## src/rtl/nvm_bist_pkg.sv

```systemverilog
package nvm_bist_pkg;

  // Space codes double as the reported first-failure space encoding.
  typedef enum logic [1:0] {
    SP_NONE = 2'd0,
    SP_MAIN = 2'd1,
    SP_BOOT = 2'd2,
    SP_RED  = 2'd3
  } space_e;

  // Phase codes double as the reported first-failure phase encoding.
  typedef enum logic [1:0] {
    PH_PASS   = 2'd0,
    PH_STRESS = 2'd1,
    PH_CLEAN  = 2'd2,
    PH_RSVD   = 2'd3
  } phase_e;

  typedef enum logic [1:0] {
    ST_IDLE  = 2'd0,
    ST_RUN   = 2'd1,
    ST_DRAIN = 2'd2
  } state_e;

  // Strobes from the sequencer to the checking datapath.
  typedef struct packed {
    logic   clear;   // accepted start: wipe status
    logic   issue;   // a read is presented this cycle
    logic   stress;  // current phase is stress
    space_e space;   // space being read
  } bist_stb_t;

endpackage

```

## src/rtl/nvm_bist_ctrl.sv

```systemverilog
module nvm_bist_ctrl
  import nvm_bist_pkg::*;
#(
  parameter int ADDR_W     = 13,
  parameter int MAIN_BASE  = 0,
  parameter int MAIN_WORDS = 4096,
  parameter int BOOT_BASE  = 4096,
  parameter int BOOT_WORDS = 2048,
  parameter int RED_BASE   = 6144,
  parameter int RED_WORDS  = 64
) (
  input  logic              clk,
  input  logic              rstN,
  input  logic              start,
  input  logic [1:0]        spaceSel,
  output bist_stb_t         stb,
  output logic [ADDR_W-1:0] rdAddr,
  output logic              busy,
  output logic              done
);

  localparam int MAX_AB = (MAIN_WORDS > BOOT_WORDS) ? MAIN_WORDS : BOOT_WORDS;
  localparam int MAX_W  = (MAX_AB > RED_WORDS) ? MAX_AB : RED_WORDS;
  localparam int OFS_W  = (MAX_W > 1) ? $clog2(MAX_W) : 1;

  function automatic logic [ADDR_W-1:0] baseOf(space_e s);
    case (s)
      SP_MAIN: baseOf = ADDR_W'(MAIN_BASE);
      SP_BOOT: baseOf = ADDR_W'(BOOT_BASE);
      SP_RED:  baseOf = ADDR_W'(RED_BASE);
      default: baseOf = '0;
    endcase
  endfunction

  function automatic logic [OFS_W-1:0] lastOfsOf(space_e s);
    case (s)
      SP_MAIN: lastOfsOf = OFS_W'(MAIN_WORDS - 1);
      SP_BOOT: lastOfsOf = OFS_W'(BOOT_WORDS - 1);
      SP_RED:  lastOfsOf = OFS_W'(RED_WORDS - 1);
      default: lastOfsOf = '0;
    endcase
  endfunction

  state_e           state;
  logic             stressPh;
  space_e           curSp;
  space_e           firstSp;
  space_e           lastSp;
  logic [OFS_W-1:0] ofs;
  logic             doneR;

  space_e selFirst;
  space_e selLast;
  logic   atLastWord;
  logic   accept;

  always_comb begin
    if (spaceSel == 2'd3) begin
      selFirst = SP_MAIN;
      selLast  = SP_RED;
    end else begin
      selFirst = space_e'(spaceSel + 2'd1);
      selLast  = space_e'(spaceSel + 2'd1);
    end
  end

  assign atLastWord = (ofs == lastOfsOf(curSp));
  assign accept     = (state == ST_IDLE) && start;

  always_ff @(posedge clk or negedge rstN) begin
    if (!rstN) begin
      state    <= ST_IDLE;
      stressPh <= 1'b0;
      curSp    <= SP_NONE;
      firstSp  <= SP_NONE;
      lastSp   <= SP_NONE;
      ofs      <= '0;
      doneR    <= 1'b0;
    end else begin
      case (state)
        ST_IDLE: begin
          if (start) begin
            state    <= ST_RUN;
            stressPh <= 1'b1;
            curSp    <= selFirst;
            firstSp  <= selFirst;
            lastSp   <= selLast;
            ofs      <= '0;
            doneR    <= 1'b0;
          end
        end
        ST_RUN: begin
          if (atLastWord) begin
            ofs <= '0;
            if (curSp == lastSp) begin
              if (stressPh) begin
                stressPh <= 1'b0;
                curSp    <= firstSp;
              end else begin
                state <= ST_DRAIN;
              end
            end else begin
              curSp <= space_e'(curSp + 2'd1);
            end
          end else begin
            ofs <= ofs + 1'b1;
          end
        end
        ST_DRAIN: begin
          state <= ST_IDLE;
          doneR <= 1'b1;
        end
        default: state <= ST_IDLE;
      endcase
    end
  end

  always_comb begin
    stb.clear  = accept;
    stb.issue  = (state == ST_RUN);
    stb.stress = stressPh;
    stb.space  = curSp;
  end

  assign rdAddr = baseOf(curSp) + ADDR_W'(ofs);
  assign busy   = (state != ST_IDLE);
  assign done   = doneR;

endmodule

```

## src/rtl/nvm_bist_dp.sv

```systemverilog
module nvm_bist_dp
  import nvm_bist_pkg::*;
#(
  parameter int ADDR_W = 13,
  parameter int DATA_W = 32
) (
  input  logic              clk,
  input  logic              rstN,
  input  bist_stb_t         stb,
  input  logic [ADDR_W-1:0] rdAddr,
  input  logic [DATA_W-1:0] rdData,
  output logic              failAny,
  output logic [1:0]        phaseCode,
  output logic [1:0]        spaceCode,
  output logic [1:0]        dataCode,
  output logic [ADDR_W-1:0] failAddr
);

  // Tag of the read in flight: its data returns one cycle later.
  logic              tagValid;
  logic              tagStress;
  space_e            tagSpace;
  logic [ADDR_W-1:0] tagAddr;

  logic              failR;
  phase_e            phaseR;
  space_e            spaceR;
  logic [1:0]        dataR;
  logic [ADDR_W-1:0] addrR;

  logic hit;
  assign hit = tagValid && (|rdData);

  always_ff @(posedge clk or negedge rstN) begin
    if (!rstN) begin
      tagValid  <= 1'b0;
      tagStress <= 1'b0;
      tagSpace  <= SP_NONE;
      tagAddr   <= '0;
    end else begin
      tagValid  <= stb.issue;
      tagStress <= stb.stress;
      tagSpace  <= stb.space;
      tagAddr   <= rdAddr;
    end
  end

  always_ff @(posedge clk or negedge rstN) begin
    if (!rstN) begin
      failR  <= 1'b0;
      phaseR <= PH_PASS;
      spaceR <= SP_NONE;
      dataR  <= 2'd0;
      addrR  <= '0;
    end else if (stb.clear) begin
      failR  <= 1'b0;
      phaseR <= PH_PASS;
      spaceR <= SP_NONE;
      dataR  <= 2'd0;
      addrR  <= '0;
    end else if (hit) begin
      failR <= 1'b1;
      dataR <= 2'd1;
      addrR <= tagAddr;
      if (!failR) begin
        phaseR <= tagStress ? PH_STRESS : PH_CLEAN;
        spaceR <= tagSpace;
      end
    end
  end

  assign failAny   = failR;
  assign phaseCode = phaseR;
  assign spaceCode = spaceR;
  assign dataCode  = dataR;
  assign failAddr  = addrR;

endmodule

```

## src/rtl/nvm_selftest.sv

```systemverilog
module nvm_selftest
  import nvm_bist_pkg::*;
#(
  parameter int ADDR_W     = 13,
  parameter int DATA_W     = 32,
  parameter int MAIN_BASE  = 0,
  parameter int MAIN_WORDS = 4096,
  parameter int BOOT_BASE  = 4096,
  parameter int BOOT_WORDS = 2048,
  parameter int RED_BASE   = 6144,
  parameter int RED_WORDS  = 64
) (
  input  logic              clk,
  input  logic              rstN,
  input  logic              start,
  input  logic [1:0]        spaceSel,
  output logic              memRdEn,
  output logic [ADDR_W-1:0] memAddr,
  output logic              memStress,
  input  logic [DATA_W-1:0] memRdData,
  output logic              busy,
  output logic              done,
  output logic              failAny,
  output logic [1:0]        phaseCode,
  output logic [1:0]        spaceCode,
  output logic [1:0]        dataCode,
  output logic [ADDR_W-1:0] failAddr
);

  bist_stb_t         stb;
  logic [ADDR_W-1:0] rdAddr;

  nvm_bist_ctrl #(
    .ADDR_W(ADDR_W), .MAIN_BASE(MAIN_BASE), .MAIN_WORDS(MAIN_WORDS),
    .BOOT_BASE(BOOT_BASE), .BOOT_WORDS(BOOT_WORDS),
    .RED_BASE(RED_BASE), .RED_WORDS(RED_WORDS)
  ) u_ctrl (
    .clk(clk), .rstN(rstN), .start(start), .spaceSel(spaceSel),
    .stb(stb), .rdAddr(rdAddr), .busy(busy), .done(done)
  );

  nvm_bist_dp #(.ADDR_W(ADDR_W), .DATA_W(DATA_W)) u_dp (
    .clk(clk), .rstN(rstN), .stb(stb), .rdAddr(rdAddr), .rdData(memRdData),
    .failAny(failAny), .phaseCode(phaseCode), .spaceCode(spaceCode),
    .dataCode(dataCode), .failAddr(failAddr)
  );

  assign memRdEn   = stb.issue;
  assign memAddr   = rdAddr;
  assign memStress = stb.issue && stb.stress;

endmodule

```

## config.mk

```make
export PLATFORM = sky130hd
export DESIGN_NAME = nvm_selftest
export DESIGN_NICKNAME = d
export VERILOG_FILES = /design/src/rtl/nvm_bist_pkg.sv /design/src/rtl/nvm_bist_ctrl.sv /design/src/rtl/nvm_bist_dp.sv /design/src/rtl/nvm_selftest.sv
export SDC_FILE = /design/constraint.sdc
export NUM_CORES = 1
export LEC_CHECK = 0
export ABC_AREA = 1
export BUFFER_PORTS_ARGS = -buffer_cell sky130_fd_sc_hd__buf_2
export CORE_MARGIN = 5
export CORE_UTILIZATION = 26
export DETAILED_ROUTE_END_ITERATION = 8
export GPL_TIMING_DRIVEN = 0
export PLACE_DENSITY_LB_ADDON = 0.3
export SKIP_CTS_REPAIR_TIMING = 1
export SLEW_MARGIN = 30
export SYNTH_ARGS = -nofsm -noshare
export SYNTH_HDL_FRONTEND = slang
export SYNTH_SLANG_ARGS = --single-unit
```

## constraint.sdc

```tcl
create_clock -name clk -period 2.6 [get_ports clk]
set_clock_uncertainty 0.05 [all_clocks]
set_input_delay 0.13 -clock clk [delete_from_list [all_inputs] [get_ports clk]]
set_output_delay 0.13 -clock clk [all_outputs]
set_load 0.01 [all_outputs]
```

# Word-level counts from Yosys, hierarchy flattened
# Cells that the tools add are included.
# W data, S select, Z words.
# op_classes
eq_ne,14
mux,36
n_reduce_logical,16
n_addsub,4
# ops
op,n
$mux W2,19
$pmux W12 S3,1
$reduce_or A32 Y1,1
$mux W13,2
$pmux W13 S2,1
$mux W12,2
$pmux W12 S2,1
$add A13 B12 Y13,1
$add A12 B1 Y12 const B,1
$eq A12 B12 Y1,1
$reduce_and A4 Y1,3
$eq A2 B2 Y1 const B,4
$pmux W2 S2,2
$reduce_and A2 Y1,4
$reduce_bool A2 Y1,4
$mux W1,6
$ne A2 B2 Y1 const B,3
$add A2 B1 Y2 const B,2
$eq A2 B1 Y1 const B,2
$ne A2 B1 Y1 const B,2
$pmux W1 S2,2
$logic_and A1 B1 Y1,3
$ne A3 B2 Y1 const B,1
$eq A2 B2 Y1,1
$logic_not A2 Y1,1
# totals
register_bits,59
in_bits,37
out_inout_bits,37
wordCells,86

# Longest topological paths before layout
# depth
ltp_word,5
depth_mapped,12
ltp_nobuf,11

# Cells and area by module
# A second synthesis with hierarchy kept.
# hier_totals
cells_unflattened,369
hier_area_um2,2965.3
# modules_own_cells
module,seq_area_each_um2,cells_each,instances,area_each_um2
nvm_bist_dp,875.8,180,1,1498.9
nvm_bist_ctrl,525.5,187,1,1458.9
nvm_selftest,0.0,2,1,7.5

# Worst setup path before layout
# No wires, ideal clock.
# synth_path
path_kind,register to register
from,register u_ctrl.curSp[0]
to,register u_ctrl.state[0]
stages_incl_launch_ff,12
synth_period_minus_slack_ns,1.687
slack_ns,0.913
setup_ns,0.130
arrival_time_ns,1.507
path_buffers,1
required_time_ns,2.420
cell_sequence,dfrtp_1 > inv_1 > ha_1 > nor2_1 > nand3_1 > o21ai_2 > nand3_2 > nand2_2 > buf_6 > nand3_2 > nand2_1 > nand2_1
# synth_via
elab_chain_len,5
elab_cells_between_ends,9
cone_classes,eq/ne (7); mux (1); reduce/logical (1)
# synth_rtl
element,line_no,source
"start, declared",nvm_bist_ctrl.sv:46,space_e curSp;
"start signal, assigned",nvm_bist_ctrl.sv:85,curSp <= selFirst;
"start signal, assigned",nvm_bist_ctrl.sv:98,curSp <= firstSp;
"start signal, assigned",nvm_bist_ctrl.sv:103,curSp <= space_e'(curSp + 2'd1);
$eq A2 B2 Y1 or $eq A2 B1 Y1 (tied branches),nvm_bist_ctrl.sv:36,case (s)
$pmux W12 S3,nvm_bist_ctrl.sv:36,
$eq A12 B12 Y1,nvm_bist_ctrl.sv:67,assign atLastWord = (ofs == lastOfsOf(curSp));
$ne A2 B1 Y1 (no source line),--,
$reduce_and A4 Y1 (no source line) *,--,
"end signal, assigned",nvm_bist_ctrl.sv:72,state <= ST_IDLE;
"end signal, assigned",nvm_bist_ctrl.sv:83,state <= ST_RUN;
"end signal, assigned",nvm_bist_ctrl.sv:100,state <= ST_DRAIN;
"end, declared",nvm_bist_ctrl.sv:44,state_e state;
# Every way passes the cells marked *; elsewhere a longest branch is shown, timed or not.
# A chain may end at the register's enable or synchronous reset.

# Worst setup path after layout
# Same ends and word-level chain as after synthesis.

==> summary.md <==
| Metric | Value |
|---|---|
| CP max stage delay | ~0.46 ns |
| Clock sink count | 56 |
| Dpl hpwl | about 4900 microns |
| Sequential power share | 0.401 |
| Switch Pwr | 1.53 mW |
| Post-Route Setup TNS | 0 ns |
| Critical Path Start | u_ctrl.curSp[0] |
| RSZ-0062 raised after global routing | no |
| First-pass DRT Iterations | 4 |
| Clock transition at path regs | 0.10 ns |
| Worst-Skew Late Latency | 0.31 ns |
| Sequential fraction of the synthesis area | 0.504 |
| Area contributors post-synth | dfrtp_1 (50%), nand2_1 (12%), nor2_1 (6.7%) |
| Final setup violation count | 0 |
| Largest net degree at the start of global routing | 57 |
| Initial antenna violation count | 0 |
| Comb pwr share | 0.465 |
| Final period util | 0.745 |
| Fmax | approximately 0.52 GHz |
| Worst r2r path cells | 11 |
| Sw Ratio | 0.429 |
| CP Capture Type | flip-flop |
| GRT overflow | 0 |
| Share of layout cells above drive strength 1 | 0.280 |
| Critical path capture point | u_ctrl.state[0] |
| Die footprint | around 0.013 sq mm |
| R2R Setup Slk | 0.66 ns |
| Fin crit period | 1.94 ns |
| Final Hold Vio Count | 0 |
| Starting Density | 0.268 |
| Pwr dens | approximately 1000 mW/mm^2 |
| Leakage Power | approximately 1.9 nW |
| Vias | ~2,200 |
| Final Instance Area | approximately 0.0034 sq mm |
| Worst path cell trace | inv_1 > ha_1 > nor2_1 > nand3_1 > o21ai_2 > nand3_2 > nand2_2 > buf_6 > nand3_2 > nand2_1 > nand2_1 |
| VDD IR max | around 0.3 mV |
| Final Util | 0.330 |
| Yosys warns | 0 |
| Reg-to-Reg Start | u_ctrl.curSp[0] |
| Nets@finish | 458 |
| Synth top area share | 0.504 |
| Syn avg cell area | between 8 and 9 sq um |
| Via/cell ratio | between 4 and 5 |
| Placed Instance Area | approximately 0.0033 sq mm |
| Met2 wire len | 3050 microns |
| Highest Signal Layer | met4 |
| Clk root buf | clkbuf_8 |
| Post-synth EDFFs | 0 |
| Hold Crit Class | input port to flip-flop |
| Clock power share | 0.135 |
| Status | completed |
| Yosys reg bits | 56 |
| Max_cap viols | 0 |
| Placer Congestion | around 0.80 |
| First-pass GRT wire length | 10,500 microns |
| Slew Viols, Final | 0 |
| Max H-tree Level | 2 |
| N_diodes | 0 |
| Slowest-stage cell, CP | dfrtp_1 |
| Setup crit start kind | flip-flop |
| R2r endpoint | u_ctrl.state[0] |
| Worst setup path category | flip-flop to flip-flop |
| Die width | between 100 and 150 microns |
| Fillers | roughly 1,100 |
| # IOs | 74 |
| Post-synth top area cell | dfrtp_1 |
| Row cnt | 37 |
| Die H | between 100 and 150 microns |
| Final ANT Viol Nets | 0 |
| Core area | 0.0104 sq mm |
| CTS tree | yes |
| Critical path fanouts, max | 10 |
| Synth unique cells | 29 |
| Area growth syn-to-layout | 22.8% |
| Total GRT Usage | 0.0995 |
| Asr flop ratio synth | 1.00 |
| Critical Path AT | approximately 2.1 ns |
| Port Buffers | approximately 70 |
| Number of global-route vias before repair | approximately 2,200 |
| Mapped Cells | about 330 |
| Post-synthesis cell area | 0.00278 sq mm |
| DRT iter0 DRCs | around 100 |
| Met1 WL | ~2900 microns |
| Slew HR | 0.533 |
| Critical Path RT | roughly 2.7 ns |
| DR WL/cell | 11.4 microns |
| Worst Slack Setup Final | approximately 0.66 ns |
| Internal | approximately 2 mW |
| Syn nets | 378 |
| DR DRC count | 0 |
| Top_reg_cell synth | dfrtp_1 |
| Worst Setup Slack post-DPL | 0.630 ns |
| Cts bufs inserted | 5 |
| Least-Margin Pin Slew | between 0.7 and 0.8 ns |
| Met3 routed WL | approximately 280 microns |
| Clock buffer depth | 2 |
| Detailed-route wire length | roughly 6300 microns |
## power by group through the flow
stage | registers (mW) | logic (mW) | clock network, mW
after detailed placement | 1.45 | 1.69 | 0
after floorplan | 1.43 | 1.13 | 0
after global routing | 1.48 | 1.89 | 0.540
final | 1.43 | 1.66 | 0.480
after CTS | 1.43 | 1.70 | 0.497
after global placement | 1.44 | 1.67 | 0
## sequential cells by signal (all words and copies together), names as in the netlist
| signal | cells |
|---|---|
| u_dp.failAddr | 13 |
| u_dp.tagAddr | 13 |
| u_ctrl.ofs | 12 |
| u_ctrl.curSp | 2 |
| u_ctrl.lastSp | 2 |
| u_ctrl.state | 2 |
| u_dp.phaseCode | 2 |
| u_dp.spaceCode | 2 |
| u_dp.tagSpace | 2 |
| u_ctrl.done | 1 |
| u_ctrl.firstSp | 1 |
| u_ctrl.stressPh | 1 |
| u_dp.dataCode | 1 |
| u_dp.tagStress | 1 |
| u_dp.tagValid | 1 |
## layout by cell type (no fill, tap or decap), drive strengths merged, types with 3 or more instances in the layout
cell / netlist / layout
nand3: 28 / 28
nand2: 97 / 97
ha: 7 / 7
o22ai: 3 / 3
dfrtp: 56 / 56
o21ai: 8 / 8
clkbuf: 2 / 7
nand4: 6 / 6
a21oi: 4 / 4
buf: 17 / 89
xnor2: 3 / 3
inv: 38 / 38
nor2: 52 / 52
xor2: 8 / 8
## layout make-up
class	instances	area, sq um	area share
sequential	56	1400	0.410
buffer	19	144	0.0421
inverter	39	146	0.0428
timing repair buffer	73	373	0.109
clock buffer	5	68.8	0.0201
multi-input combinational	220	1090	0.319
clock inverter	3	23.8	0.00695
tap	136	170	0.0498
## stage by stage
step	hold slack (ns)	cells	total power [mW]
3_3_place_gp	0.345	542	3.11
4_1_cts	-0.172	550	3.62
2_1_floorplan	-0.216	334	2.57
3_5_place_dp	0.176	542	3.14
5_1_grt	0.132	551	3.91
6_report	0.139	551	3.56
## synth_stat cells, types with 2 or more instances
cell type	instances
ha_1	7
clkbuf_1	2
inv_2	2
o21ai_2	2
nand3_2	4
nand3_1	24
nand2_1	90
o21ai_0	6
nand4_1	6
xnor2_1	3
nand2_2	6
inv_1	36
a21oi_1	3
buf_6	3
buf_4	13
o22ai_1	3
xor2_1	8
nor2_1	50
dfrtp_1	56
## worst min path at each step
stage               slack [ns]  cells after the start          endpoint            start
finish                    0.14                      3  u_ctrl.lastSp[0]      spaceSel[0]
global route              0.13                      3  u_ctrl.lastSp[0]      spaceSel[0]
CTS                      -0.17                      1  u_dp.failAddr[4]             rstN
detailed placement        0.18                      1  u_dp.failAddr[4]             rstN
global placement          0.35                      0    u_dp.tagStress  u_ctrl.stressPh
floorplan                -0.22                      0   u_ctrl.curSp[0]             rstN
## routing by layer
| layer | vias up | global-route usage |
|---|---|---|
| li1 | 1171 | - |
| met4 | 0 | 0.0264 |
| met5 | - | 0 |
| met3 | 3 | 0.0218 |
| met1 | 1035 | 0.130 |
| met2 | 40 | 0.167 |
## cells by family after synthesis
group,count (synthesis),synth area share
adders and majority gates,7,0.0315
muxes,1,0.00405
AOI/OAI and AO/OA,16,0.0351
DFF,56,0.504
other,1,0.00135
and+or+nand+nor,184,0.286
buffers and inverters,58,0.104
xor gates and xnor gates,11,0.0346
## critical path: cells and delay by family, from the launching register on
kind | cells | cell delay [ns]
AND/OR/NAND/NOR | 7 | 0.60
flip-flops | 1 | 0.46
adder cells (fa/ha/maj) | 1 | 0.35
buffers and inverters | 2 | 0.28
AO/OA/AOI/OAI | 1 | 0.07
Note: power is estimated with default switching activity, not from simulation.
